**config.mk**
```make
export PLATFORM = sky130hd
export DESIGN_NAME = boost_seq_top
export DESIGN_NICKNAME = d
export VERILOG_FILES = /design/src/rtl/boost_seq_pkg.sv /design/src/rtl/boost_seq_timer.sv /design/src/rtl/boost_seq_ovfilt.sv /design/src/rtl/boost_seq_fsm.sv /design/src/rtl/boost_seq_top.sv
export SDC_FILE = /design/constraint.sdc
export NUM_CORES = 1
export LEC_CHECK = 0
export ABC_AREA = 0
export BUFFER_PORTS_ARGS = -buffer_cell sky130_fd_sc_hd__buf_2
export CORE_MARGIN = 4
export CORE_UTILIZATION = 45
export CTS_CLUSTER_SIZE = 12
export DETAILED_ROUTE_END_ITERATION = 8
export HOLD_SLACK_MARGIN = 0.08
export PLACE_DENSITY_LB_ADDON = 0.1
export SLEW_MARGIN = 40
export SYNTH_ARGS = -nofsm -noshare
export SYNTH_HDL_FRONTEND = slang
export SYNTH_SLANG_ARGS = --single-unit
```
**constraint.sdc**
```tcl
create_clock -name clk -period 3.75 [get_ports clk]
set_input_delay 0.375 -clock clk [delete_from_list [all_inputs] [get_ports clk]]
set_output_delay 0.375 -clock clk [all_outputs]
set_load 0.02 [all_outputs]
```
**src/rtl/boost_seq_pkg.sv**
```systemverilog
package boost_seq_pkg;

  typedef enum logic [2:0] {
    ST_IDLE   = 3'd0,
    ST_DELAY  = 3'd1,
    ST_SOFT   = 3'd2,
    ST_RUN    = 3'd3,
    ST_HICCUP = 3'd4,
    ST_RESET  = 3'd5,
    ST_HIZ    = 3'd6
  } seq_state_e;

endpackage

```
**src/rtl/boost_seq_timer.sv**
```systemverilog
// Saturating millisecond counter, cleared on every state change.
module boost_seq_timer #(
  parameter int CW = 12
) (
  input  logic          clk,
  input  logic          rst_n,
  input  logic          clr,
  input  logic          tick,
  output logic [CW-1:0] cnt_q
);

  logic          cnt_en;
  logic [CW-1:0] cnt_d;

  always_comb begin
    cnt_en = clr || (tick && (cnt_q != {CW{1'b1}}));
    cnt_d  = clr ? '0 : cnt_q + 1'b1;
  end

  always_ff @(posedge clk or negedge rst_n) begin
    if (!rst_n) begin
      cnt_q <= '0;
    end else if (cnt_en) begin
      cnt_q <= cnt_d;
    end
  end

endmodule

```
**src/rtl/boost_seq_ovfilt.sv**
```systemverilog
// Overvoltage deglitch: counts ticks while armed, clears on any low cycle.
module boost_seq_ovfilt #(
  parameter int OV_MS = 100
) (
  input  logic clk,
  input  logic rst_n,
  input  logic arm,
  input  logic tick,
  output logic trip
);

  localparam int OW = $clog2(OV_MS + 1);
  localparam logic [OW-1:0] LIMIT = OW'(OV_MS);

  logic [OW-1:0] cnt_q;
  logic [OW-1:0] cnt_d;
  logic          cnt_en;

  always_comb begin
    cnt_en = !arm || (tick && (cnt_q < LIMIT));
    cnt_d  = arm ? cnt_q + 1'b1 : '0;
  end

  always_ff @(posedge clk or negedge rst_n) begin
    if (!rst_n) begin
      cnt_q <= '0;
    end else if (cnt_en) begin
      cnt_q <= cnt_d;
    end
  end

  assign trip = (cnt_q >= LIMIT);

endmodule

```
**src/rtl/boost_seq_fsm.sv**
```systemverilog
// Sequencer state register and next-state logic.
module boost_seq_fsm
  import boost_seq_pkg::*;
(
  input  logic       clk,
  input  logic       rst_n,
  input  logic       en_req,
  input  logic       bat_low,
  input  logic       out_uv,
  input  logic       tmr_done,
  input  logic       ov_trip,
  output seq_state_e state_q,
  output logic       state_chg
);

  seq_state_e state_d;

  always_comb begin
    state_d = state_q;
    if (!en_req) begin
      state_d = ST_IDLE;
    end else begin
      unique case (state_q)
        ST_IDLE:   if (!bat_low) state_d = ST_DELAY;
        ST_DELAY: begin
          if (bat_low)       state_d = ST_RESET;
          else if (tmr_done) state_d = ST_SOFT;
        end
        ST_SOFT: begin
          if (bat_low)       state_d = ST_RESET;
          else if (ov_trip)  state_d = ST_HIZ;
          else if (tmr_done) state_d = ST_RUN;
        end
        ST_RUN: begin
          if (bat_low)      state_d = ST_RESET;
          else if (ov_trip) state_d = ST_HIZ;
          else if (out_uv)  state_d = ST_HICCUP;
        end
        ST_HICCUP: if (tmr_done) state_d = ST_RESET;
        ST_RESET:  if (!bat_low) state_d = ST_DELAY;
        ST_HIZ:    state_d = ST_HIZ;
        default:   state_d = ST_IDLE;
      endcase
    end
  end

  assign state_chg = (state_d != state_q);

  always_ff @(posedge clk or negedge rst_n) begin
    if (!rst_n) begin
      state_q <= ST_IDLE;
    end else if (state_chg) begin
      state_q <= state_d;
    end
  end

endmodule

```
**src/rtl/boost_seq_top.sv**
```systemverilog
module boost_seq_top
  import boost_seq_pkg::*;
#(
  parameter int DLY_MS1   = 10,
  parameter int DLY_MS2   = 100,
  parameter int DLY_MS3   = 1000,
  parameter int HICCUP_MS = 3000,
  parameter int OV_MS     = 100,
  parameter int SSW       = 8
) (
  input  logic           clk,
  input  logic           rst_n,
  input  logic           en_req,
  input  logic           ms_tick,
  input  logic           bat_low,
  input  logic           out_uv,
  input  logic           out_ov,
  input  logic           cc_mode,
  input  logic [1:0]     dly_sel,
  input  logic [SSW-1:0] ss_ms,
  output logic           boost_en,
  output logic           ss_en,
  output logic           hiz,
  output logic           cc_flag,
  output logic [2:0]     state_o
);

  localparam int SS_MAX  = (1 << SSW) - 1;
  localparam int MAX_A   = (DLY_MS3 > HICCUP_MS) ? DLY_MS3 : HICCUP_MS;
  localparam int MAX_T   = (MAX_A > SS_MAX) ? MAX_A : SS_MAX;
  localparam int TW      = $clog2(MAX_T + 1);

  seq_state_e    state_q;
  logic          state_chg;
  logic [TW-1:0] tmr_cnt;
  logic [TW-1:0] tmr_tgt;
  logic          tmr_done;
  logic          ov_arm;
  logic          ov_trip;

  function automatic logic [TW-1:0] dly_len(input logic [1:0] sel);
    case (sel)
      2'd0:    dly_len = '0;
      2'd1:    dly_len = TW'(DLY_MS1);
      2'd2:    dly_len = TW'(DLY_MS2);
      default: dly_len = TW'(DLY_MS3);
    endcase
  endfunction

  always_comb begin
    unique case (state_q)
      ST_DELAY:  tmr_tgt = dly_len(dly_sel);
      ST_SOFT:   tmr_tgt = TW'(ss_ms);
      ST_HICCUP: tmr_tgt = TW'(HICCUP_MS);
      default:   tmr_tgt = '1;
    endcase
  end

  assign tmr_done = (tmr_cnt >= tmr_tgt);
  assign ov_arm   = out_ov && ((state_q == ST_SOFT) || (state_q == ST_RUN));

  boost_seq_fsm u_fsm (
    .clk      (clk),
    .rst_n    (rst_n),
    .en_req   (en_req),
    .bat_low  (bat_low),
    .out_uv   (out_uv),
    .tmr_done (tmr_done),
    .ov_trip  (ov_trip),
    .state_q  (state_q),
    .state_chg(state_chg)
  );

  boost_seq_timer #(.CW(TW)) u_tmr (
    .clk  (clk),
    .rst_n(rst_n),
    .clr  (state_chg),
    .tick (ms_tick),
    .cnt_q(tmr_cnt)
  );

  boost_seq_ovfilt #(.OV_MS(OV_MS)) u_ovf (
    .clk  (clk),
    .rst_n(rst_n),
    .arm  (ov_arm),
    .tick (ms_tick),
    .trip (ov_trip)
  );

  always_comb begin
    boost_en = (state_q == ST_SOFT) || (state_q == ST_RUN);
    ss_en    = (state_q == ST_SOFT);
    hiz      = (state_q == ST_HIZ);
    cc_flag  = (state_q == ST_RUN) && cc_mode;
    state_o  = state_q;
  end

endmodule

```
==> results.sh, run 1 <==
export IMPL_postSynthCellCount=207
export IMPL_largest_net_degree_at_the_start_of_global_routing=23
export IMPL_cts_repair_resized=0
export IMPL_die_x_um=72.6
export IMPL_yosysUniqueCellTypes=52
export IMPL_port_buffers=24
export IMPL_maxUsedRoutingLayer="met4"
export IMPL_power_density_nw_per_um2=329
export IMPL_reg2reg_slack_ps=460
export IMPL_run_status="complete, no violations"
export IMPL_path_clk_slew_ps=80
export IMPL_worst_slew_pin_transition_ps=602
export IMPL_synth_edf_count=0
export IMPL_gr_total_overflow=0
export IMPL_num_ports=25
export IMPL_die_h_um=72.6
export IMPL_ir_drop_mv=0.243
export IMPL_worst_clock_skew_ps=5.41
export IMPL_ctsHoldBuffers=0
export IMPL_final_layout_size_suffix_gt1_share_pct=23.9
export IMPL_r2r_end="u_tmr.cnt_q[2]"
export IMPL_holdCritPathClass="input pin to asynchronous set/reset pin"
export IMPL_syn_avg_cell_area_um2=9.08
export IMPL_crit_path_start_kind="flop"
export IMPL_synth_seq_cells=22
export IMPL_viasPerCell=5.85
export IMPL_crit_path_max_fanout=13
export IMPL_routabilityCongestion=0.823
export IMPL_worst_r2r_path_depth=12
export IMPL_initial_utilization_pct=46.7
export IMPL_grt_pass1_vias=1615
export IMPL_synthesis_yosys_warnings=0
export IMPL_mappedNetlistArea_um2=1880
export IMPL_route_vias_total=1638
export IMPL_leading_cell_types_in_the_layout_fill_and_taps_excluded="sky130_fd_sc_hd__buf_2 (24), sky130_fd_sc_hd__dfrtp_1 (22), sky130_fd_sc_hd__nor2_1 (20)"
export IMPL_drt_total_wl_um=4240
export IMPL_crit_reg2reg_launch="u_fsm.state_q[0]"
export IMPL_layout_area_overhead_vs_synth_pct=11.6
export IMPL_ant_nets=0
export IMPL_clkLatencyLatePin_ps=260
export IMPL_final_layout_setup_total_negative_slack_ps=0
export IMPL_detailroute_wirelength_met2_um=1980
export IMPL_cp_arrival_ps=3460
export IMPL_rsz0062_at_grt="no"
export IMPL_async_reset_ff_share_pct=100
export IMPL_max_freq_mhz=304
export IMPL_hold_ws_ps=73.2
export IMPL_wl_met3_um=216
export IMPL_mostFrequentLayoutCell="sky130_fd_sc_hd__buf_2"
export IMPL_fp_coreArea_um2=4030
export IMPL_critical_path_endpoint_type="flop"
export IMPL_syn_nets=240
export IMPL_drc=0
export IMPL_num_antenna_cells=0
export IMPL_place_hpwl_um=3330
export IMPL_totalPowerFinal_uw=691
export IMPL_p_leak_nw=0.950
export IMPL_ys_seq_area_share_pct=29.3
export IMPL_fp_dieArea_um2=5280
export IMPL_post_cts_setup_buffer_count=0
export IMPL_post_route_period_util_pct=87.7
export IMPL_drv_slew=0
export IMPL_detailedRoute_firstIterationViolations=47
export IMPL_routedLengthMet1_um=1950
export IMPL_floorplan_rows=23
export IMPL_slew_headroom_pct=59.4
export IMPL_postLayoutCellArea_um2=2100
export IMPL_track_usage_pct=17.4
export IMPL_cts_made_buffers=3
export IMPL_drt_wirelength_per_cell_um=15.1
export IMPL_critical_path_class="flop to flop"
export IMPL_design_final_nets=264
export IMPL_fin_crit_ps=3290
export IMPL_drtPass1Iterations=4
export IMPL_drv_cap=0
export IMPL_grt_first_pass_wirelength_um=7330
export IMPL_final_setup_viol_count=0
export IMPL_clockRootBuffer="sky130_fd_sc_hd__clkbuf_8"
export IMPL_tritoncts_num_sinks=22
export IMPL_placedInstanceArea_um2=2030
export IMPL_required_ps=3920
export IMPL_antenna_found_initial=0
export IMPL_finalHoldViolCount=0
export IMPL_htreeDepth=1
export IMPL_dominantRegCellSynth="sky130_fd_sc_hd__dfrtp_1"
export IMPL_clock_path_buffers=2
export IMPL_cts_tree="done"
-- synthesized netlist by cell type, types with 7 or more instances --
cell                      number  area (um2)
sky130_fd_sc_hd__a21oi_1      13        65.1
sky130_fd_sc_hd__dfrtp_1      22         551
sky130_fd_sc_hd__ha_1         15         188
sky130_fd_sc_hd__inv_1         9        33.8
sky130_fd_sc_hd__nand2_1      13        48.8
sky130_fd_sc_hd__nand3_1       8        40.0
sky130_fd_sc_hd__nand4_1       8        50.1
sky130_fd_sc_hd__nor2_1       20        75.1
sky130_fd_sc_hd__nor3_2       10         100
sky130_fd_sc_hd__o21ai_0       7        35.0
sky130_fd_sc_hd__xnor2_1       7        61.3
sky130_fd_sc_hd__xor2_1        7        61.3
-- per-layer routing --
| layer | track usage, % | up-vias |
|---|---|---|
| li1 | - | 806 |
| met2 | 27.8 | 45 |
| met1 | 23.4 | 779 |
| met5 | 0 | - |
| met3 | 1.93 | 8 |
| met4 | 8.20 | 0 |
-- critical path: stages, from the launching register on --
cell,delay [ps]
sky130_fd_sc_hd__dfrtp_1,550
sky130_fd_sc_hd__nand2b_1,290
sky130_fd_sc_hd__a21o_1,240
sky130_fd_sc_hd__a21oi_1,260
sky130_fd_sc_hd__a21boi_0,270
sky130_fd_sc_hd__ha_1,300
sky130_fd_sc_hd__a21oi_1,140
sky130_fd_sc_hd__o21ai_1,110
sky130_fd_sc_hd__nor2b_1,150
sky130_fd_sc_hd__o31ai_2,290
sky130_fd_sc_hd__o31ai_2,140
sky130_fd_sc_hd__buf_4,210
sky130_fd_sc_hd__nor4_1,240
-- cell type report --
type | count | area (um2)
inverter | 9 | 33.8
tap | 50 | 62.6
multi-input combinational | 168 | 1240
timing repair buffer | 27 | 143
fill | 385 | 1930
clock inverter | 1 | 30.0
clock buffer | 3 | 41.3
sequential | 22 | 551
-- sequential cells by signal, summed over array words and instances, names as in the netlist --
| name | count |
|---|---|
| u_tmr.cnt_q | 12 |
| u_ovf.cnt_q | 7 |
| u_fsm.state_q | 3 |
-- through the flow --
step / worst slack, ps / cells / util [%]
final: 460 / 280 / 52.1
after global routing: 219 / 280 / 52.1
after CTS: 463 / 280 / 52.1
after detailed placement: 489 / 276 / 50.3
after global placement: 570 / 276 / 50.3
after floorplan: 567 / 207 / -
-- how the worst max path moves through the flow --
stage | from | end | slack, ps | cells past startpoint
finish | u_fsm.state_q[0] | u_tmr.cnt_q[2] | 460 | 12
global route | u_fsm.state_q[0] | u_tmr.cnt_q[6] | 220 | 12
CTS | u_fsm.state_q[0] | u_tmr.cnt_q[2] | 460 | 13
detailed placement | u_fsm.state_q[0] | u_tmr.cnt_q[2] | 490 | 13
global placement | u_fsm.state_q[0] | u_tmr.cnt_q[2] | 570 | 13
floorplan | u_fsm.state_q[1] | u_tmr.cnt_q[0] | 570 | 13
-- kinds of logic after synthesis --
logic type	share of synthesized area, %
AOI/OAI and AO/OA	22.0
xor gates and xnor gates	6.52
adders and majority gates	9.98
buffers and inverters	4.86
DFF	29.3
muxes	1.06
and+or+nand+nor	26.3
-- power breakdown --
| part | total, mW | switching, mW | internal, mW |
|---|---|---|---|
| combinational | 0.199 | 0.119 | 0.0797 |
| clock | 0.219 | 0.0768 | 0.143 |
| sequential | 0.272 | 0.0217 | 0.251 |
Power figures use the tool's default switching activity.
==> run 2: changes to the inputs <==
Clock period 3.75 ns to 3.6 ns, I/O delays scaled along.
==> run 2 against run 1 <==
Clock power rose by 5%. Maximum frequency increased by 2.1%. Die area unchanged. Largest power group unchanged. Wire length is 4.6% higher. First-iteration DRC count increased by 53%. Via count up 0.18%. Total power grew 5.9%. Global-route usage increased by 0.79 points. Combinational power increased by 11%. Clock skew fell by 2.3 ps.
==> results.sh, run 2 (synthesized netlist as in run 1, its figures left out) <==
export IMPL_viasPerCell=5.80
export IMPL_worst_r2r_path_depth=13
export IMPL_final_layout_setup_total_negative_slack_ps=0
export IMPL_detailroute_wirelength_met2_um=2150
export IMPL_ant_nets=0
export IMPL_layout_area_overhead_vs_synth_pct=13.4
export IMPL_worst_slew_pin_transition_ps=587
export IMPL_final_layout_size_suffix_gt1_share_pct=24.5
export IMPL_drv_slew=0
export IMPL_cts_repair_resized=0
export IMPL_run_status="complete, no violations"
export IMPL_drc=0
export IMPL_grt_pass1_vias=1608
export IMPL_post_cts_setup_buffer_count=0
export IMPL_stdcell_count=283
export IMPL_slew_headroom_pct=60.4
export IMPL_holdCritPathClass="input pin to flop"
export IMPL_max_freq_mhz=311
export IMPL_fin_crit_ps=3220
export IMPL_fin_ws_ps=379
export IMPL_clock_path_buffers=2
export IMPL_net_switching_power_uw=233
export IMPL_port_buffers=24
export IMPL_power_density_nw_per_um2=343
export IMPL_crit_path_leading_delay_family="simple AND/OR/NAND/NOR gates"
export IMPL_largestRegisters="u_tmr.cnt_q: 12 flops, u_ovf.cnt_q: 7 flops, u_fsm.state_q: 3 flops"
export IMPL_filler_cell_count=388
export IMPL_timing_hold_worst_path_depth=3
export IMPL_largest_register="u_tmr.cnt_q"
export IMPL_critical_path_endpoint_type="flop"
export IMPL_design_final_nets=267
export IMPL_min_to="u_tmr.cnt_q[2]"
export IMPL_leading_cell_types_in_the_layout_fill_and_taps_excluded="sky130_fd_sc_hd__buf_2 (24), sky130_fd_sc_hd__dfrtp_1 (22), sky130_fd_sc_hd__nor2_1 (20)"
export IMPL_rsz0062_at_grt="no"
export IMPL_final_setup_viol_count=0
export IMPL_detailedRoute_firstIterationViolations=72
export IMPL_drt_total_wl_um=4440
export IMPL_reg2reg_slack_ps=380
export IMPL_required_ps=3780
export IMPL_cts_made_buffers=3
export IMPL_max_stage_delay_ps=440
export IMPL_path_clk_slew_ps=80
export IMPL_critical_path_class="flop to flop"
export IMPL_maxUsedRoutingLayer="met4"
export IMPL_share_seq_of_total_power_pct=38.3
export IMPL_crit_path_max_fanout=11
export IMPL_drv_cap=0
export IMPL_floorplan_rows=23
export IMPL_largest_net_degree_at_the_start_of_global_routing=23
export IMPL_clkLatencyLatePin_ps=260
export IMPL_post_route_period_util_pct=89.5
export IMPL_drtPass1Iterations=4
export IMPL_p_leak_nw=0.964
export IMPL_cp_cell_sequence="buf_4 -> nand2b_1 -> or2_2 -> nand2_1 -> nand2_1 -> ha_1 -> nand2b_1 -> a2111o_1 -> and4b_1 -> o31ai_2 -> o31ai_4 -> buf_4 -> nor3_2"
export IMPL_mostFrequentLayoutCell="sky130_fd_sc_hd__buf_2"
export IMPL_gr_total_overflow=0
export IMPL_routabilityCongestion=0.907
export IMPL_antenna_found_initial=0
export IMPL_place_inst=278
export IMPL_worst_clock_skew_ps=3.10
export IMPL_num_ports=25
export IMPL_clockRootBuffer="sky130_fd_sc_hd__clkbuf_8"
export IMPL_die_x_um=72.6
export IMPL_die_h_um=72.6
export IMPL_track_usage_pct=18.2
export IMPL_wl_met3_um=134
export IMPL_place_hpwl_um=3490
export IMPL_fp_coreArea_um2=4030
export IMPL_drt_wirelength_per_cell_um=15.7
export IMPL_fp_dieArea_um2=5280
export IMPL_max_ffs_per_register=12
export IMPL_finalHoldViolCount=0
export IMPL_share_comb_of_total_power_pct=30.2
export IMPL_htreeDepth=1
export IMPL_grt_first_pass_wirelength_um=7710
export IMPL_r2r_end="u_tmr.cnt_q[8]"
export IMPL_cts_tree="done"
export IMPL_initial_utilization_pct=46.7
export IMPL_crit_reg2reg_launch="u_fsm.state_q[0]"
export IMPL_crit_path_start_kind="flop"
export IMPL_cp_arrival_ps=3400
export IMPL_internal_power_uw=499
export IMPL_clock_power_share_pct=31.4
export IMPL_switching_share_pct=31.8
export IMPL_ir_drop_mv=0.179
export IMPL_ctsHoldBuffers=1
export IMPL_routedLengthMet1_um=2120
export IMPL_dp_slack_ps=293
export IMPL_worst_path_buf_inv=2
export IMPL_num_antenna_cells=0
export IMPL_worstHoldStart="ms_tick"
export IMPL_route_vias_total=1641
export IMPL_critPathSlowestCell="sky130_fd_sc_hd__a2111o_1"
export IMPL_tritoncts_num_sinks=22
run 2: cell types whose count changed in the layout (fill, tap and decap cells not counted):
cell / delta
sky130_fd_sc_hd__buf_4: +2
sky130_fd_sc_hd__dlygate4sd3_1: +1
sky130_fd_sc_hd__o31ai_4: +1
sky130_fd_sc_hd__o31ai_2: -1
run 2: stage by stage:
stage	cell area [um2]	utilization, %	total power, mW	hold WS (ps)
2_1_floorplan	1880	-	0.448	64.4
3_3_place_gp	2040	50.7	0.493	362
3_5_place_dp	2040	50.7	0.502	358
4_1_cts	2120	52.7	0.735	452
5_1_grt	2130	53.0	0.780	448
6_report	2130	53.0	0.732	463
run 2: cell type report:
type	count	area [um2]	area share (%)
clock inverter	1	30.0	1.41
clock buffer	3	41.3	1.94
timing repair buffer	30	168	7.86
multi-input combinational	168	1250	58.5
tap	50	62.6	2.93
inverter	9	33.8	1.58
sequential	22	551	25.8
run 2: power groups by stage:
stage          Combinational (mW)  Sequential (mW)  Clock [mW]
2_1_floorplan               0.165            0.283           0
3_3_place_gp                0.208            0.286           0
3_5_place_dp                0.217            0.285           0
4_1_cts                     0.219            0.280       0.235
5_1_grt                     0.249            0.284       0.247
6_report                    0.221            0.280       0.230
run 2: tightest hold or removal path: stages:
cell	delay, ps
sky130_fd_sc_hd__buf_2	130
sky130_fd_sc_hd__a21oi_1	150
sky130_fd_sc_hd__nor4_1	60
run 2: worst max path at each step:
stage / from / end / depth (start not counted)
after detailed placement: u_fsm.state_q[1] / u_tmr.cnt_q[8] / 12
after global placement: u_fsm.state_q[0] / u_tmr.cnt_q[8] / 13
after floorplan: u_fsm.state_q[1] / u_tmr.cnt_q[0] / 13
after CTS: u_fsm.state_q[1] / u_tmr.cnt_q[8] / 12
final: u_fsm.state_q[0] / u_tmr.cnt_q[8] / 13
after global routing: u_fsm.state_q[0] / u_tmr.cnt_q[9] / 13
run 2: per-layer routing:
| layer | GRT usage (%) | up-vias |
|---|---|---|
| met5 | 0 | - |
| met3 | 1.93 | 2 |
| met1 | 25.5 | 798 |
| li1 | - | 814 |
| met2 | 29.8 | 27 |
| met4 | 4.71 | 0 |
